<file path="src/rtl/mbx_pkg.sv">
package mbx_pkg;

    // Decoded meaning of one port's access in the current cycle
    typedef enum logic [2:0] {
        K_NONE    = 3'd0,
        K_WR_OUT  = 3'd1,
        K_WR_MASK = 3'd2,
        K_RD_OUT  = 3'd3,
        K_RD_IN   = 3'd4,
        K_RD_MASK = 3'd5,
        K_RD_STAT = 3'd6,
        K_RD_NULL = 3'd7
    } acc_kind_e;

    // Read-output machine of one port
    typedef enum logic {
        S_IDLE = 1'b0,
        S_SHOW = 1'b1
    } rd_state_e;

    function automatic logic is_read(input acc_kind_e k);
        return (k == K_RD_OUT) || (k == K_RD_IN) || (k == K_RD_MASK)
            || (k == K_RD_STAT) || (k == K_RD_NULL);
    endfunction

endpackage

</file>
<file path="src/rtl/mbx_port_dec.sv">
module mbx_port_dec
    import mbx_pkg::*;
#(
    parameter int NUM_BOX = 4,
    parameter int ADDR_W  = 6,
    parameter int NBYTE   = 2,
    parameter int IDX_W   = $clog2(NUM_BOX)
) (
    input  logic              cs,
    input  logic              wr,
    input  logic              oe,
    input  logic [NBYTE-1:0]  be,
    input  logic [ADDR_W-1:0] addr,
    input  logic              mbx_n,
    output acc_kind_e         kind,
    output logic [IDX_W-1:0]  idx
);
    localparam logic [ADDR_W-1:0] IN_LO   = ADDR_W'(NUM_BOX);
    localparam logic [ADDR_W-1:0] IN_HI   = ADDR_W'(2 * NUM_BOX);
    localparam logic [ADDR_W-1:0] OFF_MSK = ADDR_W'(2 * NUM_BOX);
    localparam logic [ADDR_W-1:0] OFF_STA = ADDR_W'(2 * NUM_BOX + 1);

    logic              hit;
    logic [ADDR_W-1:0] rel;

    assign hit = cs && !mbx_n && (be != '0);
    assign rel = (addr >= IN_LO && addr < IN_HI) ? (addr - IN_LO) : addr;
    assign idx = rel[IDX_W-1:0];

    always_comb begin
        kind = K_NONE;
        if (hit) begin
            if (wr) begin
                if (addr < IN_LO)         kind = K_WR_OUT;
                else if (addr == OFF_MSK) kind = K_WR_MASK;
            end else if (oe) begin
                if (addr < IN_LO)         kind = K_RD_OUT;
                else if (addr < IN_HI)    kind = K_RD_IN;
                else if (addr == OFF_MSK) kind = K_RD_MASK;
                else if (addr == OFF_STA) kind = K_RD_STAT;
                else                      kind = K_RD_NULL;
            end
        end
    end
endmodule

</file>
<file path="src/rtl/mbx_dir.sv">
module mbx_dir #(
    parameter int NUM_BOX = 4,
    parameter int DATA_W  = 16,
    parameter int NBYTE   = DATA_W / 8,
    parameter int IDX_W   = $clog2(NUM_BOX)
) (
    input  logic                            clk,
    input  logic                            rst_n,
    input  logic                            set_en,
    input  logic [IDX_W-1:0]                set_idx,
    input  logic [NBYTE-1:0]                set_be,
    input  logic [DATA_W-1:0]               set_data,
    input  logic                            clr_en,
    input  logic [IDX_W-1:0]                clr_idx,
    output logic [NUM_BOX-1:0][DATA_W-1:0]  box,
    output logic [NUM_BOX-1:0]              flag
);
    for (genvar g = 0; g < NUM_BOX; g++) begin : g_box
        logic [DATA_W-1:0] word_q;
        logic              flag_q;
        logic              set_me;
        logic              clr_me;

        assign set_me = set_en && (set_idx == IDX_W'(g));
        assign clr_me = clr_en && (clr_idx == IDX_W'(g));

        always_ff @(posedge clk or negedge rst_n) begin
            if (!rst_n) begin
                word_q <= '0;
            end else if (set_me) begin
                for (int k = 0; k < NBYTE; k++) begin
                    if (set_be[k]) word_q[k*8 +: 8] <= set_data[k*8 +: 8];
                end
            end
        end

        // a set at the same edge as a clear takes priority
        always_ff @(posedge clk or negedge rst_n) begin
            if (!rst_n)      flag_q <= 1'b0;
            else if (set_me) flag_q <= 1'b1;
            else if (clr_me) flag_q <= 1'b0;
        end

        assign box[g]  = word_q;
        assign flag[g] = flag_q;
    end
endmodule

</file>
<file path="src/rtl/mbx_port_ctl.sv">
module mbx_port_ctl
    import mbx_pkg::*;
#(
    parameter int NUM_BOX = 4,
    parameter int DATA_W  = 16,
    parameter int NBYTE   = DATA_W / 8,
    parameter int IDX_W   = $clog2(NUM_BOX)
) (
    input  logic                            clk,
    input  logic                            rst_n,
    input  acc_kind_e                       kind,
    input  logic [IDX_W-1:0]                idx,
    input  logic [NBYTE-1:0]                be,
    input  logic [DATA_W-1:0]               wdata,
    input  logic [NUM_BOX-1:0][DATA_W-1:0]  out_box,
    input  logic [NUM_BOX-1:0][DATA_W-1:0]  in_box,
    input  logic [NUM_BOX-1:0]              in_flag,
    output logic [NUM_BOX-1:0]              mask,
    output logic [DATA_W-1:0]               rdata,
    output logic                            irq_n
);
    rd_state_e         st_q, st_nx;
    logic [DATA_W-1:0] pick, lane, hold_q;
    logic [NUM_BOX-1:0] mask_q;
    logic              rd_now;

    assign rd_now = is_read(kind);

    // word chosen by the access, before lane masking
    always_comb begin
        unique case (kind)
            K_RD_OUT:  pick = out_box[idx];
            K_RD_IN:   pick = in_box[idx];
            K_RD_MASK: pick = DATA_W'(mask_q);
            K_RD_STAT: pick = DATA_W'(in_flag);
            default:   pick = '0;
        endcase
    end

    always_comb begin
        for (int k = 0; k < NBYTE; k++) begin
            lane[k*8 +: 8] = be[k] ? pick[k*8 +: 8] : 8'h00;
        end
    end

    // state register
    always_ff @(posedge clk or negedge rst_n) begin
        if (!rst_n) st_q <= S_IDLE;
        else        st_q <= st_nx;
    end

    // transitions: T_LAUNCH / T_WAIT from S_IDLE, T_AGAIN / T_DROP from S_SHOW
    always_comb begin
        unique case (st_q)
            S_IDLE:  st_nx = rd_now ? S_SHOW : S_IDLE;
            S_SHOW:  st_nx = rd_now ? S_SHOW : S_IDLE;
            default: st_nx = S_IDLE;
        endcase
    end

    always_ff @(posedge clk or negedge rst_n) begin
        if (!rst_n)      hold_q <= '0;
        else if (rd_now) hold_q <= lane;
    end

    always_ff @(posedge clk or negedge rst_n) begin
        if (!rst_n)                          mask_q <= '0;
        else if (kind == K_WR_MASK && be[0]) mask_q <= wdata[NUM_BOX-1:0];
    end

    // outputs
    always_comb begin
        unique case (st_q)
            S_SHOW:  rdata = hold_q;
            default: rdata = '0;
        endcase
        irq_n = ~|(in_flag & mask_q);
        mask  = mask_q;
    end
endmodule

</file>
<file path="src/rtl/mbx_xchg.sv">
module mbx_xchg
    import mbx_pkg::*;
#(
    parameter int NUM_BOX = 4,
    parameter int DATA_W  = 16,
    parameter int ADDR_W  = 6,
    localparam int NBYTE  = DATA_W / 8,
    localparam int IDX_W  = $clog2(NUM_BOX)
) (
    input  logic              clk,
    input  logic              rst_n,
    input  logic              a_cs,
    input  logic              a_wr,
    input  logic              a_oe,
    input  logic [NBYTE-1:0]  a_be,
    input  logic [ADDR_W-1:0] a_addr,
    input  logic [DATA_W-1:0] a_wdata,
    input  logic              a_mbx_n,
    output logic [DATA_W-1:0] a_rdata,
    output logic              a_irq_n,
    input  logic              b_cs,
    input  logic              b_wr,
    input  logic              b_oe,
    input  logic [NBYTE-1:0]  b_be,
    input  logic [ADDR_W-1:0] b_addr,
    input  logic [DATA_W-1:0] b_wdata,
    input  logic              b_mbx_n,
    output logic [DATA_W-1:0] b_rdata,
    output logic              b_irq_n
);
    acc_kind_e                     a_kind, b_kind;
    logic [IDX_W-1:0]              a_idx, b_idx;
    logic [NUM_BOX-1:0][DATA_W-1:0] ab_box, ba_box;
    logic [NUM_BOX-1:0]            ab_flag, ba_flag;
    logic [NUM_BOX-1:0]            mask_a, mask_b;

    mbx_port_dec #(.NUM_BOX(NUM_BOX), .ADDR_W(ADDR_W), .NBYTE(NBYTE), .IDX_W(IDX_W)) u_dec_a (
        .cs(a_cs), .wr(a_wr), .oe(a_oe), .be(a_be), .addr(a_addr),
        .mbx_n(a_mbx_n), .kind(a_kind), .idx(a_idx)
    );

    mbx_port_dec #(.NUM_BOX(NUM_BOX), .ADDR_W(ADDR_W), .NBYTE(NBYTE), .IDX_W(IDX_W)) u_dec_b (
        .cs(b_cs), .wr(b_wr), .oe(b_oe), .be(b_be), .addr(b_addr),
        .mbx_n(b_mbx_n), .kind(b_kind), .idx(b_idx)
    );

    // A to B direction: A sets, B clears
    mbx_dir #(.NUM_BOX(NUM_BOX), .DATA_W(DATA_W), .NBYTE(NBYTE), .IDX_W(IDX_W)) u_ab (
        .clk(clk), .rst_n(rst_n),
        .set_en(a_kind == K_WR_OUT), .set_idx(a_idx), .set_be(a_be), .set_data(a_wdata),
        .clr_en(b_kind == K_RD_IN), .clr_idx(b_idx),
        .box(ab_box), .flag(ab_flag)
    );

    // B to A direction: B sets, A clears
    mbx_dir #(.NUM_BOX(NUM_BOX), .DATA_W(DATA_W), .NBYTE(NBYTE), .IDX_W(IDX_W)) u_ba (
        .clk(clk), .rst_n(rst_n),
        .set_en(b_kind == K_WR_OUT), .set_idx(b_idx), .set_be(b_be), .set_data(b_wdata),
        .clr_en(a_kind == K_RD_IN), .clr_idx(a_idx),
        .box(ba_box), .flag(ba_flag)
    );

    mbx_port_ctl #(.NUM_BOX(NUM_BOX), .DATA_W(DATA_W), .NBYTE(NBYTE), .IDX_W(IDX_W)) u_ctl_a (
        .clk(clk), .rst_n(rst_n), .kind(a_kind), .idx(a_idx), .be(a_be), .wdata(a_wdata),
        .out_box(ab_box), .in_box(ba_box), .in_flag(ba_flag),
        .mask(mask_a), .rdata(a_rdata), .irq_n(a_irq_n)
    );

    mbx_port_ctl #(.NUM_BOX(NUM_BOX), .DATA_W(DATA_W), .NBYTE(NBYTE), .IDX_W(IDX_W)) u_ctl_b (
        .clk(clk), .rst_n(rst_n), .kind(b_kind), .idx(b_idx), .be(b_be), .wdata(b_wdata),
        .out_box(ba_box), .in_box(ab_box), .in_flag(ab_flag),
        .mask(mask_b), .rdata(b_rdata), .irq_n(b_irq_n)
    );
endmodule

</file>
<file path="config.mk">
export PLATFORM = sky130hd
export DESIGN_NAME = mbx_xchg
export DESIGN_NICKNAME = d
export VERILOG_FILES = /design/src/rtl/mbx_pkg.sv /design/src/rtl/mbx_port_dec.sv /design/src/rtl/mbx_dir.sv /design/src/rtl/mbx_port_ctl.sv /design/src/rtl/mbx_xchg.sv
export SDC_FILE = /design/constraint.sdc
export NUM_CORES = 1
export LEC_CHECK = 0
export ABC_AREA = 0
export CAP_MARGIN = 10
export CORE_ASPECT_RATIO = 0.75
export CORE_UTILIZATION = 52
export DETAILED_ROUTE_END_ITERATION = 16
export PLACE_DENSITY = 0.77
export SLEW_MARGIN = 20
export SYNTH_ARGS = -nofsm -noshare
export SYNTH_HDL_FRONTEND = slang
export SYNTH_SLANG_ARGS = --single-unit
export TNS_END_PERCENT = 50
</file>
<file path="constraint.sdc">
create_clock -name clk -period 1.6 [get_ports clk]
set_input_delay 0.16 -clock clk [delete_from_list [all_inputs] [get_ports clk]]
set_output_delay 0.16 -clock clk [all_outputs]
set_load 0.05 [all_outputs]
</file>
* After elaboration in Yosys (flattened, before gate mapping)
Cells that the tools add are included. W data, S select, Z words.
Word-level totals: ROM bits 0, logic and storage cells 186, input bits 58, RAM bits 0, output and inout port bits 34, register bits after elaboration 178, memories kept 0, bits in latches 0
Operators by class: magnitude comparators 8, eq/ne operators 24, shift-type cells 0, reduce and logical (&&, ||, !) cells 66, multiplexer cells 54, multipliers 0, divide/modulo/power cells 0, $add $sub $neg 2, bitwise operators 2
Operator list (count):
- $bmux W16 S2 | 4
- $pmux W16 S4 | 2
- $mux W16 | 6
- $mux W3 | 14
- $mux W8 | 4
- $reduce_and A2 Y1 | 16
- $eq A3 B3 Y1 const B | 8
- $eq A6 B4 Y1 const B | 4
- $logic_and A1 B1 Y1 | 24
- $mux W1 | 20
- $reduce_bool A2 Y1 | 10
- $eq A3 B2 Y1 const B | 4
- $ge A6 B3 Y1 const B | 2
- $lt A6 B3 Y1 const B | 2
- $lt A6 B4 Y1 const B | 2
- $and A4 B4 Y4 | 2
- $eq A2 B2 Y1 const B | 4
- $logic_or A1 B1 Y1 | 8
- $mux W2 | 4
- $reduce_or A4 Y1 | 2
- $eq A3 B1 Y1 const B | 2
- $lt A2 B3 Y1 const B | 2
- $eq A2 B1 Y1 const B | 2
- $logic_not A1 Y1 | 4
- other kinds (2) | 4

* Logic depth before layout (Yosys ltp)
Gate-level depths: netlist of the first run.
depth after elaboration 14, mapped depth 8, gate-level depth less buffers 7

* Cells and area by module
From an unflattened synthesis of the first run, not the netlist that was laid out.
Unflattened totals: cells, all modules 799, area, all modules 9929.5 um^2
Modules (own cells, without submodules):
- mbx_dir | cells each 159, sequential area each 1701.6 um^2, instances 2, area an instance 2772.7 um^2
- mbx_port_ctl (u_ctl_b) | cells each 226, sequential area each 525.5 um^2, instances 1, area an instance 2050.7 um^2
- mbx_port_ctl (u_ctl_a) | cells each 219, sequential area each 525.5 um^2, instances 1, area an instance 2040.7 um^2
- mbx_port_dec | cells each 16, sequential area each 0.0 um^2, instances 2, area an instance 131.4 um^2
- mbx_xchg | cells each 4, sequential area each 0.0 um^2, instances 1, area an instance 30.0 um^2

* Worst setup path after synthesis of the first run
Ideal clock, no wire load.
path type input to register, start in a_addr[2], end reg u_ctl_a.hold_q[2], data arrival time 1838 ps, buffers on the path 1, stages 7, required time 1458 ps, slack -381 ps, library setup time 142 ps, path through buf_6 -> or3b_1 -> o22a_1 -> a21oi_1 -> mux2_2 -> a221oi_1 -> o21ai_0
Between the ends: longest elaborated chain between the ends 13, elaborated cells on any way between the ends 31, those cells by class 3 x order compare; 7 x eq/ne; 16 x mux; 5 x reduce/logical
Ends and longest elaborated chain:
- start, declared | RTL line mbx_xchg.sv:16 | input logic [ADDR_W-1:0] a_addr,
- branches (longest 13 deep; another with $lt A6 B4 Y1)
- end signal, assigned | RTL line mbx_port_ctl.sv:63 | else if (rd_now) hold_q <= lane;
- end, declared | RTL line mbx_port_ctl.sv:23 | logic [DATA_W-1:0] pick, lane, hold_q;
Several ways; the timed one is not identified. The select of a mux whose other input is x is not followed. A chain may end at the register's enable or synchronous reset.

* Final worst setup path of the first run
start reg u_ba.g_box[3].word_q[0], end reg u_ctl_a.hold_q[0]
Between the ends: longest elaborated chain between the ends 4
Ends and longest elaborated chain:
- start, declared | RTL line mbx_dir.sv:19 | logic [DATA_W-1:0] word_q;
- start signal, assigned by index | RTL line mbx_dir.sv:32 | if (set_be[k]) word_q[k*8 +: 8] <= set_data[k*8 +: 8];
- $bmux W16 S2 | RTL line mbx_port_ctl.sv:33 | K_RD_IN: pick = in_box[idx];
- $mux W16 (not written as such) | RTL line mbx_port_ctl.sv:33
- $pmux W16 S4 | RTL line mbx_port_ctl.sv:31 | unique case (kind)
- $mux W8 | RTL line mbx_port_ctl.sv:42 | lane[k*8 +: 8] = be[k] ? pick[k*8 +: 8] : 8'h00;
No other way between the ends. The select of a mux whose other input is x is not followed.

==> flow_metrics.py, run 1 <==
metrics = {
    "global_routing": {
        "overflow": 0,
        "grt_pass1_wl_um": 43700,
        "grt_usage_pct": 32.1,
        "grt_pass1_vias": 7580,
        "antenna_found_initial": 1,
        "grt_max_degree": 42,
    },
    "setup_path": {
        "start_kind": "register",
        "critPathMaxFanout": 3,
        "rr_worst_depth": 4,
        "cp_cell_sequence": "mux4_2 -> a22o_1 -> a222oi_1 -> o21ai_1",
        "crit_buf_inv": 0,
        "path_depth": 4,
        "critPathTopFamily": "compound AO/OA/AOI/OAI gates",
        "max_stage_delay_ps": 490,
        "worstPathArrival_ps": 1990,
        "crit_path_end_kind": "register",
        "cpMaxStageDelayCell": "mux4_2",
        "crit_required_ps": 1910,
        "crit_type": "reg -> reg",
    },
    "timing": {
        "max-slew-margin-rel_pct": 73.1,
        "fin_worst_skew_ps": 10.1,
        "hold_viol": 0,
        "finalWorstSetupSlack_ps": -81.3,
        "period_minus_slack_ps": 1680,
        "worst_slew_pin_slew_ps": 404,
        "final_max_slew_viol_count": 0,
        "max_freq_mhz": 595,
        "min_period_over_period_pct": 105,
        "finalSetupViolations": 14,
        "rsz0062_at_grt": "true",
    },
    "die": {
        "chipHeight_um": 118,
        "row_count": 42,
        "core_um2": 17700,
        "die_w_um": 157,
        "dieArea_um2": 18600,
        "ios": 92,
        "floorplan.initialDensity_pct": 53.2,
    },
    "route": {
        "dr_wl_met2_um": 13300,
        "wirelength_um": 28200,
        "route.detailed.drc": 0,
        "ant_nets": 0,
        "viasPerCell": 6.31,
        "wl_met1_um": 11400,
        "dr.first_iter.drc_count": 678,
        "vias": 7161,
        "wl_met3_um": 2780,
        "highest_layer": "met4",
        "drt_pass1_iterations": 5,
        "routedWlPerCell_um": 24.8,
    },
    "power": {
        "power_uw": 10400,
        "cellLeakagePower_uw": 0.00582,
        "power_density_nw_per_um2": 796,
        "ir_drop_v": 0.000752,
    },
    "finish": {
        "layout_common_cells": "dfrtp_1 (177), mux2_2 (106), buf_4 (99)",
        "fin_area_um2": 13100,
        "layout-drive-gt1-share_pct": 54.1,
        "layout.nets": 939,
        "fin_cells": 1135,
        "final_common_cell": "dfrtp_1",
        "areaGrowthSynthToFinish_pct": 39.4,
    },
    "clock_tree": {
        "cts_tree": "done",
        "clk_path_buf_depth": 2,
        "htreeDepth": 4,
        "cts_made_buffers": 17,
        "insertion_delay_ps": 440,
        "path_clk_slew_ps": 70,
        "clock-root-buffer": "clkbuf_16",
        "numClockSinks": 178,
    },
    "run_status": {
        "violations": "setup timing",
        "status": "complete, but fails checks",
    },
    "logic_synthesis": {
        "synth.ff_latch_count": 178,
        "synth_top_cell_area_share_pct": 47.4,
        "syn_avg_cell_area_um2": 13.9,
        "yosys_warnings": 0,
        "syn_nets": 735,
        "netlist_area_um2": 9400,
        "synth_top_cell_by_area": "dfrtp_1",
        "synth_cells": 677,
        "yosysSeqAreaShare_pct": 47.4,
        "synth_cell_types": 65,
        "synthTopCellsByArea": "dfrtp_1 (47%), mux2_2 (16%), mux4_2 (15%)",
        "synth_edf_count": 0,
        "synth-main-ff-cell": "dfrtp_1",
        "async_reset_ff_share_pct": 100,
    },
    "placement": {
        "dp.cells": 1084,
        "place_congestion": 0.883,
        "portBuffers": 91,
        "placed_area_um2": 12000,
        "dpl.hpwl_um": 19400,
    },
    "flow_run": {
        "cap_viol_max_count": 0,
    },
    "min_path": {
        "min_path_type": "in -> async",
    },
}
==> final timing paths <==
kind	start	end	slack [ps]
min reg2reg	u_ctl_b.hold_q[15]$_DFFE_PN0P_	u_ctl_b.hold_q[15]$_DFFE_PN0P_	500
min in group clk	a_mbx_n	u_ctl_a.st_q$_DFF_PN0_	310
max	u_ba.g_box[3].word_q[0]$_DFFE_PN0P_	u_ctl_a.hold_q[0]$_DFFE_PN0P_	-80
min	rst_n	u_ba.g_box[3].word_q[8]$_DFFE_PN0P_	210
max in group asynchronous	rst_n	u_ctl_b.st_q$_DFF_PN0_	770
max reg2reg	u_ba.g_box[3].word_q[0]$_DFFE_PN0P_	u_ctl_a.hold_q[0]$_DFFE_PN0P_	-80
==> stage by stage <==
stage / TNS, ps / setup slack, ps / hold slack, ps / utilization (%)
after floorplan: -19940 / -295 / -136 / -
after global placement: -117150 / -833 / 81.1 / 67.7
after detailed placement: -126470 / -887 / 91.5 / 67.7
after CTS: -236 / -80.2 / 212 / 73.3
after global routing: -906 / -127 / 230 / 74.2
final: -541 / -81.3 / 208 / 74.2
==> cell families after synthesis <==
logic type | share of synthesized area [%]
multiplexers | 32.0
flip-flops | 47.4
AND/OR/NAND/NOR | 9.22
AO/OA/AOI/OAI | 9.38
buffers and inverters | 2.06
==> flip-flops by register name (all words and copies together) (netlist names) <==
| signal | cells |
|---|---|
| u_ab.g_box.flag_q | 4 |
| u_ctl_b.st_q | 1 |
| u_ab.g_box.word_q | 64 |
| u_ctl_b.hold_q | 16 |
| u_ctl_a.st_q | 1 |
| u_ctl_a.mask | 4 |
| u_ba.g_box.flag_q | 4 |
| u_ba.g_box.word_q | 64 |
| u_ctl_a.hold_q | 16 |
| u_ctl_b.mask | 4 |
==> layer usage <==
layer  vias up  global-route usage (%)
met3        60                    11.1
li1       3047                       -
met4         0                    10.5
met2       345                    48.3
met1      3709                    43.5
met5         -                       0
==> final cells by class <==
class                      instances  area (um2)
tap                              242         303
antenna                            1        2.50
multi-input combinational        461        5300
inverter                           8        32.5
fill                            1110        4550
sequential                       178        4460
clock inverter                     9         133
clock buffer                      21         460
timing repair buffer             215        2420
==> cells in the mapped netlist, types with 3 or more instances <==
cell type,instances
nor2_1,17
nand3_1,5
clkbuf_1,13
a22oi_1,9
buf_2,11
and2_1,33
o31ai_1,4
a221oi_1,3
dfrtp_1,178
inv_1,7
buf_1,3
nand2_1,25
or4_1,3
o211ai_1,3
a22o_1,39
nor2_2,13
a21oi_1,4
a32oi_1,4
o21ai_0,28
buf_6,3
nor3b_1,3
mux2_2,137
or2_2,5
nor3_1,5
o211a_1,3
nand2b_1,6
mux4_2,64
==> what timing repair did <==
| item | 4_1_cts | 5_1_grt |
|---|---|---|
| pin swaps | 38 | 26 |
| buffers inserted | 13 | 7 |
| endpoints found under the setup margin | 178 | 84 |
| resized for setup | 95 | 47 |
| gates cloned | 2 | 1 |
| hold buffers | 1 | 0 |
| endpoints found under the hold margin | 100 | 0 |
==> where the power goes <==
| group | total, uW | switching, uW | internal (uW) | leakage (uW) |
|---|---|---|---|---|
| Sequential | 4790 | 146 | 4650 | 0.00246 |
| Clock | 4280 | 1760 | 2520 | 0.000285 |
| Combinational | 1360 | 667 | 695 | 0.00307 |
| Total | 10400 | 2570 | 7860 | 0.00582 |
Power figures use the tool's default switching activity.
==> run 2, diff against run 1 <==
SKIP_CTS_REPAIR_TIMING = 1   (was not set)
==> flow_metrics.py, run 2 (synthesis gave the netlist of run 1 again) <==
metrics = {
    "setup_path": {
        "rr_endpoint": "u_ctl_a.hold_q[0]$_DFFE_PN0P_",
        "rrSetupSlack_ps": -130,
        "critPathMaxFanout": 3,
        "cp_cell_sequence": "mux4_2 -> a22o_1 -> a222oi_1 -> o21ai_1",
        "crit_type": "reg -> reg",
        "rr_worst_depth": 4,
        "crit_buf_inv": 0,
        "max_stage_delay_ps": 490,
        "crit_path_end_kind": "register",
        "critPathTopFamily": "compound AO/OA/AOI/OAI gates",
        "timing.rr.start": "u_ba.g_box[3].word_q[0]$_DFFE_PN0P_",
        "worstPathArrival_ps": 2040,
        "cpMaxStageDelayCell": "mux4_2",
        "start_kind": "register",
        "crit_required_ps": 1910,
    },
    "timing": {
        "finalSetupViolations": 6,
        "min_period_over_period_pct": 108,
        "fin_worst_skew_ps": 7.06,
        "finalWorstSetupSlack_ps": -127,
        "worst_slew_pin_slew_ps": 377,
        "final_max_slew_viol_count": 0,
        "rsz0062_at_grt": "true",
        "fin_setup_tns_ps": -359,
        "period_minus_slack_ps": 1730,
        "max-slew-margin-rel_pct": 74.7,
        "max_freq_mhz": 579,
        "hold_viol": 0,
    },
    "global_routing": {
        "grt_pass1_vias": 7231,
        "overflow": 0,
        "grt_pass1_wl_um": 41700,
        "grt_use_met2_pct": 46.1,
        "grt_max_degree": 42,
        "grt_usage_pct": 30.4,
        "antenna_found_initial": 0,
        "top_usage_layer": "met2",
        "use_met1_pct": 43.2,
        "grt_use_met3_pct": 9.24,
    },
    "route": {
        "viasPerCell": 6.25,
        "drt_pass1_iterations": 5,
        "dr.first_iter.drc_count": 675,
        "wirelength_um": 27400,
        "vias": 7031,
        "routedWlPerCell_um": 24.4,
        "ant_nets": 0,
        "route.detailed.drc": 0,
    },
    "power": {
        "cellLeakagePower_uw": 0.00592,
        "power_uw": 10400,
        "ir_drop_v": 0.000751,
        "power_density_nw_per_um2": 792,
    },
    "die": {
        "row_count": 42,
        "die_w_um": 157,
        "chipHeight_um": 118,
        "core_um2": 17700,
        "dieArea_um2": 18600,
        "ios": 92,
        "floorplan.initialDensity_pct": 53.2,
    },
    "run_status": {
        "status": "complete, but fails checks",
        "violations": "setup timing",
    },
    "clock_tree": {
        "clk_path_buf_depth": 2,
        "htreeDepth": 4,
        "cts_made_buffers": 17,
        "path_clk_slew_ps": 70,
        "insertion_delay_ps": 430,
        "numClockSinks": 178,
        "clock-root-buffer": "clkbuf_16",
        "cts_tree": "done",
    },
    "min_path": {
        "min_to": "u_ctl_a.st_q$_DFF_PN0_",
        "whs_path_depth": 3,
        "min_path_type": "in -> reg",
        "holdCritStartpoint": "a_mbx_n",
    },
    "placement": {
        "dpl.hpwl_um": 19400,
        "place_congestion": 0.883,
        "portBuffers": 91,
    },
    "finish": {
        "reg.largest.list": "u_ab.g_box.word_q: 64 flops, u_ba.g_box.word_q: 64 flops",
        "layout.nets": 930,
        "areaGrowthSynthToFinish_pct": 39.1,
        "layout-drive-gt1-share_pct": 52.9,
        "antenna_cells": 0,
        "layout_common_cells": "dfrtp_1 (177), mux2_2 (105), buf_4 (90)",
        "final_common_cell": "dfrtp_1",
    },
    "flow_run": {
        "cap_viol_max_count": 0,
    },
}
## run 2: how the worst max path moves through the flow
stage,startpoint,endpoint,slack (ps),cells after the start
global placement,a_be[1],u_ctl_a.hold_q[2]$_DFFE_PN0P_,-830,8
detailed placement,a_be[0],u_ctl_a.hold_q[2]$_DFFE_PN0P_,-890,8
CTS,a_be[0],u_ab.g_box[2].word_q[10]$_DFFE_PN0P_,-470,7
global route,u_ba.g_box[3].word_q[0]$_DFFE_PN0P_,u_ctl_a.hold_q[0]$_DFFE_PN0P_,-180,4
finish,u_ba.g_box[3].word_q[0]$_DFFE_PN0P_,u_ctl_a.hold_q[0]$_DFFE_PN0P_,-130,4
floorplan,a_addr[2],u_ctl_a.hold_q[2]$_DFFE_PN0P_,-300,7
## run 2: through the flow
stage	worst slack, ps	area (um2)	hold WS (ps)	utilization, %	std cells
finish	-127	13100	162	74.1	1125
global route	-183	13100	155	74.1	1125
CTS	-466	12500	-370	71.0	1114
detailed placement	-887	12000	91.5	67.7	1084
global placement	-833	12000	81.1	67.7	1084
floorplan	-295	9590	-136	-	677
## run 2: area by class of cell
class | count | area [um2]
sequential | 178 | 4460
timing repair buffer | 207 | 2400
clock buffer | 21 | 460
fill | 1117 | 4580
tap | 242 | 303
multi-input combinational | 460 | 5290
clock inverter | 9 | 133
inverter | 8 | 32.5
## run 2: per-layer routing
metal / share of wire, % / vias to the layer above
met3: 9.2 / 32
li1: - / 3021
met1: 42 / 3654
met4: 1.3 / 0
met5: 0 / -
met2: 48 / 324
## run 2: worst min-delay path: stages
cell and delay (ps):
dlymetal6s2s_1 110, or4b_4 200, inv_2 70
## run 2: where the power goes
| group | leakage (uW) | switching (uW) | internal, uW | total (uW) |
|---|---|---|---|---|
| combinational | 0.00317 | 634 | 652 | 1290 |
| sequential | 0.00246 | 160 | 4650 | 4810 |
| clock | 0.000285 | 1740 | 2520 | 4260 |
